## config.mk

```make
export PLATFORM = sky130hd
export DESIGN_NAME = gamma_pwl_unit
export DESIGN_NICKNAME = d
export VERILOG_FILES = /design/src/rtl/gamma_pwl_pkg.sv /design/src/rtl/gamma_seg_locate.sv /design/src/rtl/gamma_coef_bank.sv /design/src/rtl/gamma_interp.sv /design/src/rtl/gamma_pwl_unit.sv
export SDC_FILE = /design/constraint.sdc
export NUM_CORES = 2
export LEC_CHECK = 0
export BUFFER_PORTS_ARGS = -buffer_cell sky130_fd_sc_hd__buf_2
export CAP_MARGIN = 40
export CORE_ASPECT_RATIO = 1.5
export CORE_MARGIN = 10
export CORE_UTILIZATION = 35
export CTS_CLUSTER_DIAMETER = 30
export CTS_CLUSTER_SIZE = 20
export DETAILED_ROUTE_END_ITERATION = 12
export PLACE_DENSITY_LB_ADDON = 0.15
export SYNTH_ARGS = -nofsm -noshare
export SYNTH_HDL_FRONTEND = slang
export SYNTH_HIERARCHICAL = 1
export SYNTH_SLANG_ARGS = --single-unit
```

## constraint.sdc

```tcl
create_clock -name clk -period 5.5 [get_ports clk]
set_input_delay 0.55 -clock clk [delete_from_list [all_inputs] [get_ports clk]]
set_output_delay 0.55 -clock clk [all_outputs]
set_load 0.005 [all_outputs]
```

## src/rtl/gamma_pwl_pkg.sv

```systemverilog
package gamma_pwl_pkg;
    localparam int CODE_W     = 12;
    localparam int SLOPE_W    = 12;
    localparam int OFFS_W     = 12;
    localparam int FRAC_SHIFT = 8;
    localparam int WORD_W     = 32;
    localparam int SLOPE_LSB  = 16;
    localparam int OFFS_LSB   = 0;

    typedef struct packed {
        logic [SLOPE_W-1:0] slope;
        logic [OFFS_W-1:0]  offs;
    } gamma_coef_t;
endpackage

```

## src/rtl/gamma_seg_locate.sv

```systemverilog
module gamma_seg_locate #(
    parameter int CODE_W      = 12,
    parameter int FINE_LOG2   = 4,
    parameter int SPLIT_BITS  = 2,
    parameter int COARSE_LOG2 = 7,
    parameter int IDX_W       = 6
) (
    input  logic [CODE_W-1:0]      code,
    output logic [IDX_W-1:0]       seg_idx,
    output logic [COARSE_LOG2-1:0] seg_delta
);
    localparam int FINE_CODES   = 2 ** FINE_LOG2;
    localparam int SECTOR_SEGS  = 2 ** SPLIT_BITS;
    localparam int COARSE_MSB   = COARSE_LOG2 + SPLIT_BITS;
    localparam int COARSE_BASE  = FINE_CODES + (COARSE_MSB - FINE_LOG2) * SECTOR_SEGS;
    localparam int COARSE_SKIP  = (2 ** COARSE_MSB) >> COARSE_LOG2;

    int lead;
    int width_log2;
    int idx_i;
    int delta_i;
    int code_i;

    always_comb begin
        code_i = int'(code);
        lead = 0;
        for (int b = 0; b < CODE_W; b++) begin
            if (code[b]) lead = b;
        end
        if (code_i < FINE_CODES) begin
            width_log2 = 0;
            idx_i      = code_i;
            delta_i    = 0;
        end else if (lead >= COARSE_MSB) begin
            width_log2 = COARSE_LOG2;
            idx_i      = COARSE_BASE + (code_i >> COARSE_LOG2) - COARSE_SKIP;
            delta_i    = code_i & ((1 << COARSE_LOG2) - 1);
        end else begin
            width_log2 = lead - SPLIT_BITS;
            idx_i      = FINE_CODES + (lead - FINE_LOG2) * SECTOR_SEGS
                       + ((code_i >> width_log2) & (SECTOR_SEGS - 1));
            delta_i    = code_i & ((1 << width_log2) - 1);
        end
        seg_idx   = IDX_W'(idx_i);
        seg_delta = COARSE_LOG2'(delta_i);
    end
endmodule

```

## src/rtl/gamma_coef_bank.sv

```systemverilog
module gamma_coef_bank
    import gamma_pwl_pkg::*;
#(
    parameter int NUM_SEG = 64,
    parameter int IDX_W   = 6
) (
    input  logic              clk,
    input  logic              rst_n,
    input  logic              wr_en,
    input  logic [IDX_W-1:0]  wr_idx,
    input  logic [WORD_W-1:0] wr_word,
    input  logic [IDX_W-1:0]  rd_idx,
    output gamma_coef_t       rd_coef
);
    gamma_coef_t coef_q [NUM_SEG];
    gamma_coef_t wr_coef;
    logic        unused_word_bits;

    assign wr_coef.slope = wr_word[SLOPE_LSB +: SLOPE_W];
    assign wr_coef.offs  = wr_word[OFFS_LSB +: OFFS_W];
    assign unused_word_bits = ^{wr_word[WORD_W-1:SLOPE_LSB+SLOPE_W],
                                wr_word[SLOPE_LSB-1:OFFS_LSB+OFFS_W]};

    for (genvar g = 0; g < NUM_SEG; g++) begin : g_entry
        always_ff @(posedge clk) begin
            if (!rst_n) begin
                coef_q[g] <= '0;
            end else if (wr_en && (int'(wr_idx) == g)) begin
                coef_q[g] <= wr_coef;
            end
        end
    end

    assign rd_coef = coef_q[rd_idx];

    // a write lands the packed fields in the addressed entry next cycle
    p_write_lands_r9: assert property (@(posedge clk) disable iff (!rst_n)
        wr_en |=> (coef_q[$past(wr_idx)].slope == $past(wr_word[SLOPE_LSB +: SLOPE_W]))
               && (coef_q[$past(wr_idx)].offs  == $past(wr_word[OFFS_LSB +: OFFS_W])));
endmodule

```

## src/rtl/gamma_interp.sv

```systemverilog
module gamma_interp
    import gamma_pwl_pkg::*;
#(
    parameter int DELTA_W = 7
) (
    input  gamma_coef_t        coef,
    input  logic [DELTA_W-1:0] delta,
    output logic [CODE_W-1:0]  result
);
    localparam int PROD_W = SLOPE_W + DELTA_W;
    localparam int INCR_W = PROD_W - FRAC_SHIFT;
    localparam int SUM_W  = ((INCR_W > OFFS_W) ? INCR_W : OFFS_W) + 1;
    localparam logic [SUM_W-1:0] OUT_MAX = SUM_W'((2 ** CODE_W) - 1);

    logic [PROD_W-1:0] prod;
    logic [INCR_W-1:0] incr;
    logic [SUM_W-1:0]  sum;

    always_comb begin
        prod   = PROD_W'(coef.slope) * PROD_W'(delta);
        incr   = prod[PROD_W-1:FRAC_SHIFT];
        sum    = SUM_W'(coef.offs) + SUM_W'(incr);
        result = (sum > OUT_MAX) ? OUT_MAX[CODE_W-1:0] : sum[CODE_W-1:0];
    end

    logic unused_prod_frac;
    assign unused_prod_frac = ^prod[FRAC_SHIFT-1:0];
endmodule

```

## src/rtl/gamma_pwl_unit.sv

```systemverilog
module gamma_pwl_unit
    import gamma_pwl_pkg::*;
#(
    parameter int FINE_LOG2   = 4,
    parameter int SPLIT_BITS  = 2,
    parameter int COARSE_LOG2 = 7,
    parameter int IDX_W       = 6
) (
    input  logic              clk,
    input  logic              rst_n,
    input  logic              coef_we,
    input  logic [IDX_W-1:0]  coef_idx,
    input  logic [WORD_W-1:0] coef_word,
    input  logic              pix_in_valid,
    input  logic [CODE_W-1:0] pix_in,
    output logic              pix_out_valid,
    output logic [CODE_W-1:0] pix_out
);
    localparam int COARSE_MSB  = COARSE_LOG2 + SPLIT_BITS;
    localparam int COARSE_BASE = 2 ** FINE_LOG2 + (COARSE_MSB - FINE_LOG2) * (2 ** SPLIT_BITS);
    localparam int NUM_SEG     = COARSE_BASE + ((2 ** CODE_W - 2 ** COARSE_MSB) >> COARSE_LOG2);

    logic [IDX_W-1:0]       loc_idx;
    logic [COARSE_LOG2-1:0] loc_delta;
    gamma_coef_t            rd_coef;
    logic                   s1_valid;
    gamma_coef_t            s1_coef;
    logic [COARSE_LOG2-1:0] s1_delta;
    logic [IDX_W-1:0]       s1_idx;
    logic [CODE_W-1:0]      interp_out;

    gamma_seg_locate #(
        .CODE_W(CODE_W), .FINE_LOG2(FINE_LOG2), .SPLIT_BITS(SPLIT_BITS),
        .COARSE_LOG2(COARSE_LOG2), .IDX_W(IDX_W)
    ) u_locate (
        .code(pix_in), .seg_idx(loc_idx), .seg_delta(loc_delta)
    );

    gamma_coef_bank #(.NUM_SEG(NUM_SEG), .IDX_W(IDX_W)) u_bank (
        .clk(clk), .rst_n(rst_n), .wr_en(coef_we), .wr_idx(coef_idx),
        .wr_word(coef_word), .rd_idx(loc_idx), .rd_coef(rd_coef)
    );

    // Stage 1: segment decode and coefficient fetch
    always_ff @(posedge clk) begin
        if (!rst_n) begin
            s1_valid <= 1'b0;
            s1_coef  <= '0;
            s1_delta <= '0;
            s1_idx   <= '0;
        end else begin
            s1_valid <= pix_in_valid;
            if (pix_in_valid) begin
                s1_coef  <= rd_coef;
                s1_delta <= loc_delta;
                s1_idx   <= loc_idx;
            end
        end
    end

    gamma_interp #(.DELTA_W(COARSE_LOG2)) u_interp (
        .coef(s1_coef), .delta(s1_delta), .result(interp_out)
    );

    // Stage 2: registered result
    always_ff @(posedge clk) begin
        if (!rst_n) begin
            pix_out_valid <= 1'b0;
            pix_out       <= '0;
        end else begin
            pix_out_valid <= s1_valid;
            if (s1_valid) pix_out <= interp_out;
        end
    end

    p_latency_r2: assert property (@(posedge clk) disable iff (!rst_n)
        pix_in_valid |=> ##1 pix_out_valid);
    p_idle_r2: assert property (@(posedge clk) disable iff (!rst_n)
        !pix_in_valid |=> ##1 !pix_out_valid);
    p_fine_own_seg_r3: assert property (@(posedge clk) disable iff (!rst_n)
        (pix_in_valid && pix_in < CODE_W'(2 ** FINE_LOG2))
        |=> (s1_delta == '0) && (s1_idx == IDX_W'($past(pix_in))));
    p_coarse_idx_r5: assert property (@(posedge clk) disable iff (!rst_n)
        (pix_in_valid && pix_in >= CODE_W'(2 ** COARSE_MSB))
        |=> (int'(s1_idx) >= COARSE_BASE));
    p_hold_r10: assert property (@(posedge clk) disable iff (!rst_n)
        !s1_valid |=> $stable(pix_out));
endmodule

```

==> results.ini <==
[power_and_ir_drop]
p_seq_frac = 0.391
p_clk_frac = 0.511
p_leak_nw = 33.5
p_sw_w = 0.00856
swShare = 0.238
cell_internal_pwr_w = 0.0274
pwr_density_cell_nw_per_um2 = 389
p_comb_frac = 0.098
irDropWorstVdd_v = 0.000263

[flow_run]
maxCapViolations = 0

[route]
ant_nets = 0
drc = 0
drtIter0Drc = 3652
via_count = 44223
first_pass_iters = 6
wirelength_mm = 239
vias_per_cell = 5.13
routedWlPerCell_um = 27.8

[placement]
io_buffers = 58
pre_cts_ws_ps = -420
dpl_cell_area_um2 = 82000
hpwl_mm = 151
gp_congestion = 0.821

[timing]
skew_ps = 52.2
hold_violations = 0
finalSetupViolations = 12
period_share = 1.04
drv_slew = 0
rsz0062_at_grt = true
tns_ps = -2240
fmax_ghz = 0.175
hold_slack_ps = 229
finalCriticalPeriod_ps = 5710
worst_pin_slew_ps = 932
relSlewSlack = 0.379
setup_slack_ps = -208

[synth]
synthAdderAreaFrac = 0.0217
ys.flop_type = edfxtp_1
synth.area.top_cells = edfxtp_1 (61%), and2_1 (13%), mux4_2 (10%), clkbuf_1 (1.7%), mux2i_1 (1.7%)
synthTopCellsByCount = and2_1 (1603), edfxtp_1 (1536), clkbuf_1 (348), mux4_2 (343), mux2i_1 (125)
synthMuxAreaShare = 0.131
synth_top_family_by_area = simple AND/OR/NAND/NOR gates
ys_types = 80
synth_edf_count = 1536
synth_nets = 5314
ys_async_sr_fraction = 0
synth-compound-area-share = 0.0330
synth_area_um2 = 75600
avgSynthCellArea_um2 = 14.7
synth_top_area_frac = 0.610
yosys.area_share.xor_xnor = 0.00208
post-synth-top-count-cell = and2_1
synth-seq-cells = 1581
syn_inst = 5158
yosysSeqAreaShare = 0.622
synth_warnings = 6
yosysTopAreaCell = edfxtp_1
yosys.area_share.simple = 0.158

[worst_hold_path]
hold_class = in -> reg
hold_end = u_bank/coef_q[21][22]
hold_path_depth = 2
hold_path.startpoint = coef_word[26]

[clock_tree]
clk_latency_ps = 840
clock_sinks = 1581
cts_tree = built
htreeDepth = 5
cts_made_buffers = 298
cts_root_buf = clkbuf_16
cts_hold_buf = 0
cts_buffer_depth = 4
path_clk_slew_ps = 50

[setup_path]
crit_top_cell = fa_1
r2r_cells = 26
crit_type = reg -> reg
cp-start-kind = register
regToRegEndpoint = pix_out[2]
r2r-start = s1_coef[18]
cp_data_required_time_ps = 6200
cp_max_fo = 6
crit_buf_inv = 5
cp_slowest_cell = fa_1
reg2reg_slack_ps = -210
crit_path_max_incr_delay_ps = 530
critPathTopFamily = adder cells
endpoint_kind = register
cp.arrival_ps = 6410

[global_route]
grt_pass1_wl_mm = 343
grt_use_total = 0.201
antenna_found_initial = 22
grt_pass1_vias = 47064
overflow = 0
grt_max_degree = 65

[status]
violations = setup timing
outcome = finished, violations left

[die]
start_util = 0.351
rows = 209
die_w_um = 400
core_area_um2 = 215000
io_pins = 67
fp.dieArea_um2 = 235000
fp.dieH_um = 589

[final_layout]
final_area_um2 = 92400
drive_gt1_frac = 0.276
area_delta_synth_final_pct = 22.1
nFillCells = 19405
final_nets = 5671

metrics by stage:
stage | util | cells | power [W]
2_1_floorplan | - | 5158 | 0.0161
3_3_place_gp | 0.379 | 8024 | 0.0178
3_5_place_dp | 0.381 | 8050 | 0.0178
4_1_cts | 0.428 | 8593 | 0.0363
5_1_grt | 0.429 | 8609 | 0.0370
6_report | 0.429 | 8619 | 0.0359
cell families (layout without fill, tap and decap cells):
| logic type | Yosys count | after routing |
|---|---|---|
| adder cells (fa/ha/maj) | 102 | 102 |
| other | 0 | 21 |
| AO/OA/AOI/OAI | 362 | 363 |
| flip-flops | 1581 | 1581 |
| AND/OR/NAND/NOR | 1997 | 1997 |
| multiplexers | 551 | 551 |
| XOR/XNOR | 18 | 18 |
| buffers and inverters | 547 | 1138 |
power groups by stage:
stage / Sequential, W / Combinational, W / Clock (W)
after CTS: 0.0141 / 0.00356 / 0.0187
after floorplan: 0.0142 / 0.00188 / 0
final: 0.0141 / 0.00351 / 0.0184
after global routing: 0.0141 / 0.00371 / 0.0192
after global placement: 0.0143 / 0.00349 / 0
after detailed placement: 0.0143 / 0.00353 / 0
area by class of cell:
| class | instances | area, um2 | area share |
|---|---|---|---|
| clock buffers | 334 | 7700 | 0.0833 |
| well taps | 2848 | 3560 | 0.0386 |
| inverters | 67 | 251 | 0.00272 |
| flip-flops and latches | 1581 | 47100 | 0.509 |
| clock inverters | 201 | 2320 | 0.0251 |
| diodes | 21 | 52.6 | 0.000569 |
| repair buffers | 536 | 4650 | 0.0504 |
| multi-input cells | 3031 | 26800 | 0.290 |
worst max path at each step:
stage	from	to	slack, ps	cells past startpoint
finish	s1_coef[18]	pix_out[2]	-210	26
global route	s1_delta[4]	pix_out[4]	-560	25
CTS	s1_delta[3]	pix_out[9]	-150	25
detailed placement	s1_delta[3]	pix_out[0]	-420	24
global placement	s1_delta[2]	pix_out[9]	-430	24
floorplan	s1_delta[1]	pix_out[0]	-40	24
sequential cells by signal, summed over array words and instances (netlist names):
register / cells
s1_valid: 1
pix_out: 12
s1_delta: 7
s1_coef: 24
pix_out_valid: 1
u_bank/coef_q: 1536
metal layers:
| layer | GRT usage | up-vias | routed length, um |
|---|---|---|---|
| met3 | 0.0262 | 373 | 11000 |
| met4 | 0.0740 | 4 | 8500 |
| met1 | 0.245 | 23039 | 94100 |
| met2 | 0.359 | 1180 | 126000 |
| li1 | - | 19627 | - |
| met5 | 0 | - | 27 |
repair_timing:
| action | CTS | global route |
|---|---|---|
| pin swaps | 34 | 16 |
| gates cloned | 1 | 0 |
| setup buffers | 8 | 5 |
| resized for setup | 48 | 12 |
| endpoints found under the setup margin | 12 | 12 |
layout by cell type, fill, tap and decap left out, drive strengths merged, types with 42 or more instances in the layout:
cell	synthesis	routed
nor2	102	102
mux4	343	343
clkbuf	351	334
nor2b	75	75
mux2i	125	125
dfxtp	45	45
inv	67	93
edfxtp	1536	1536
ha	53	53
o21ai	109	109
and2	1605	1605
clkinv	0	114
buf	128	536
nand2	114	114
a21oi	42	42
fa	49	49
mux2	83	83
(Power assumes the default switching activity.)
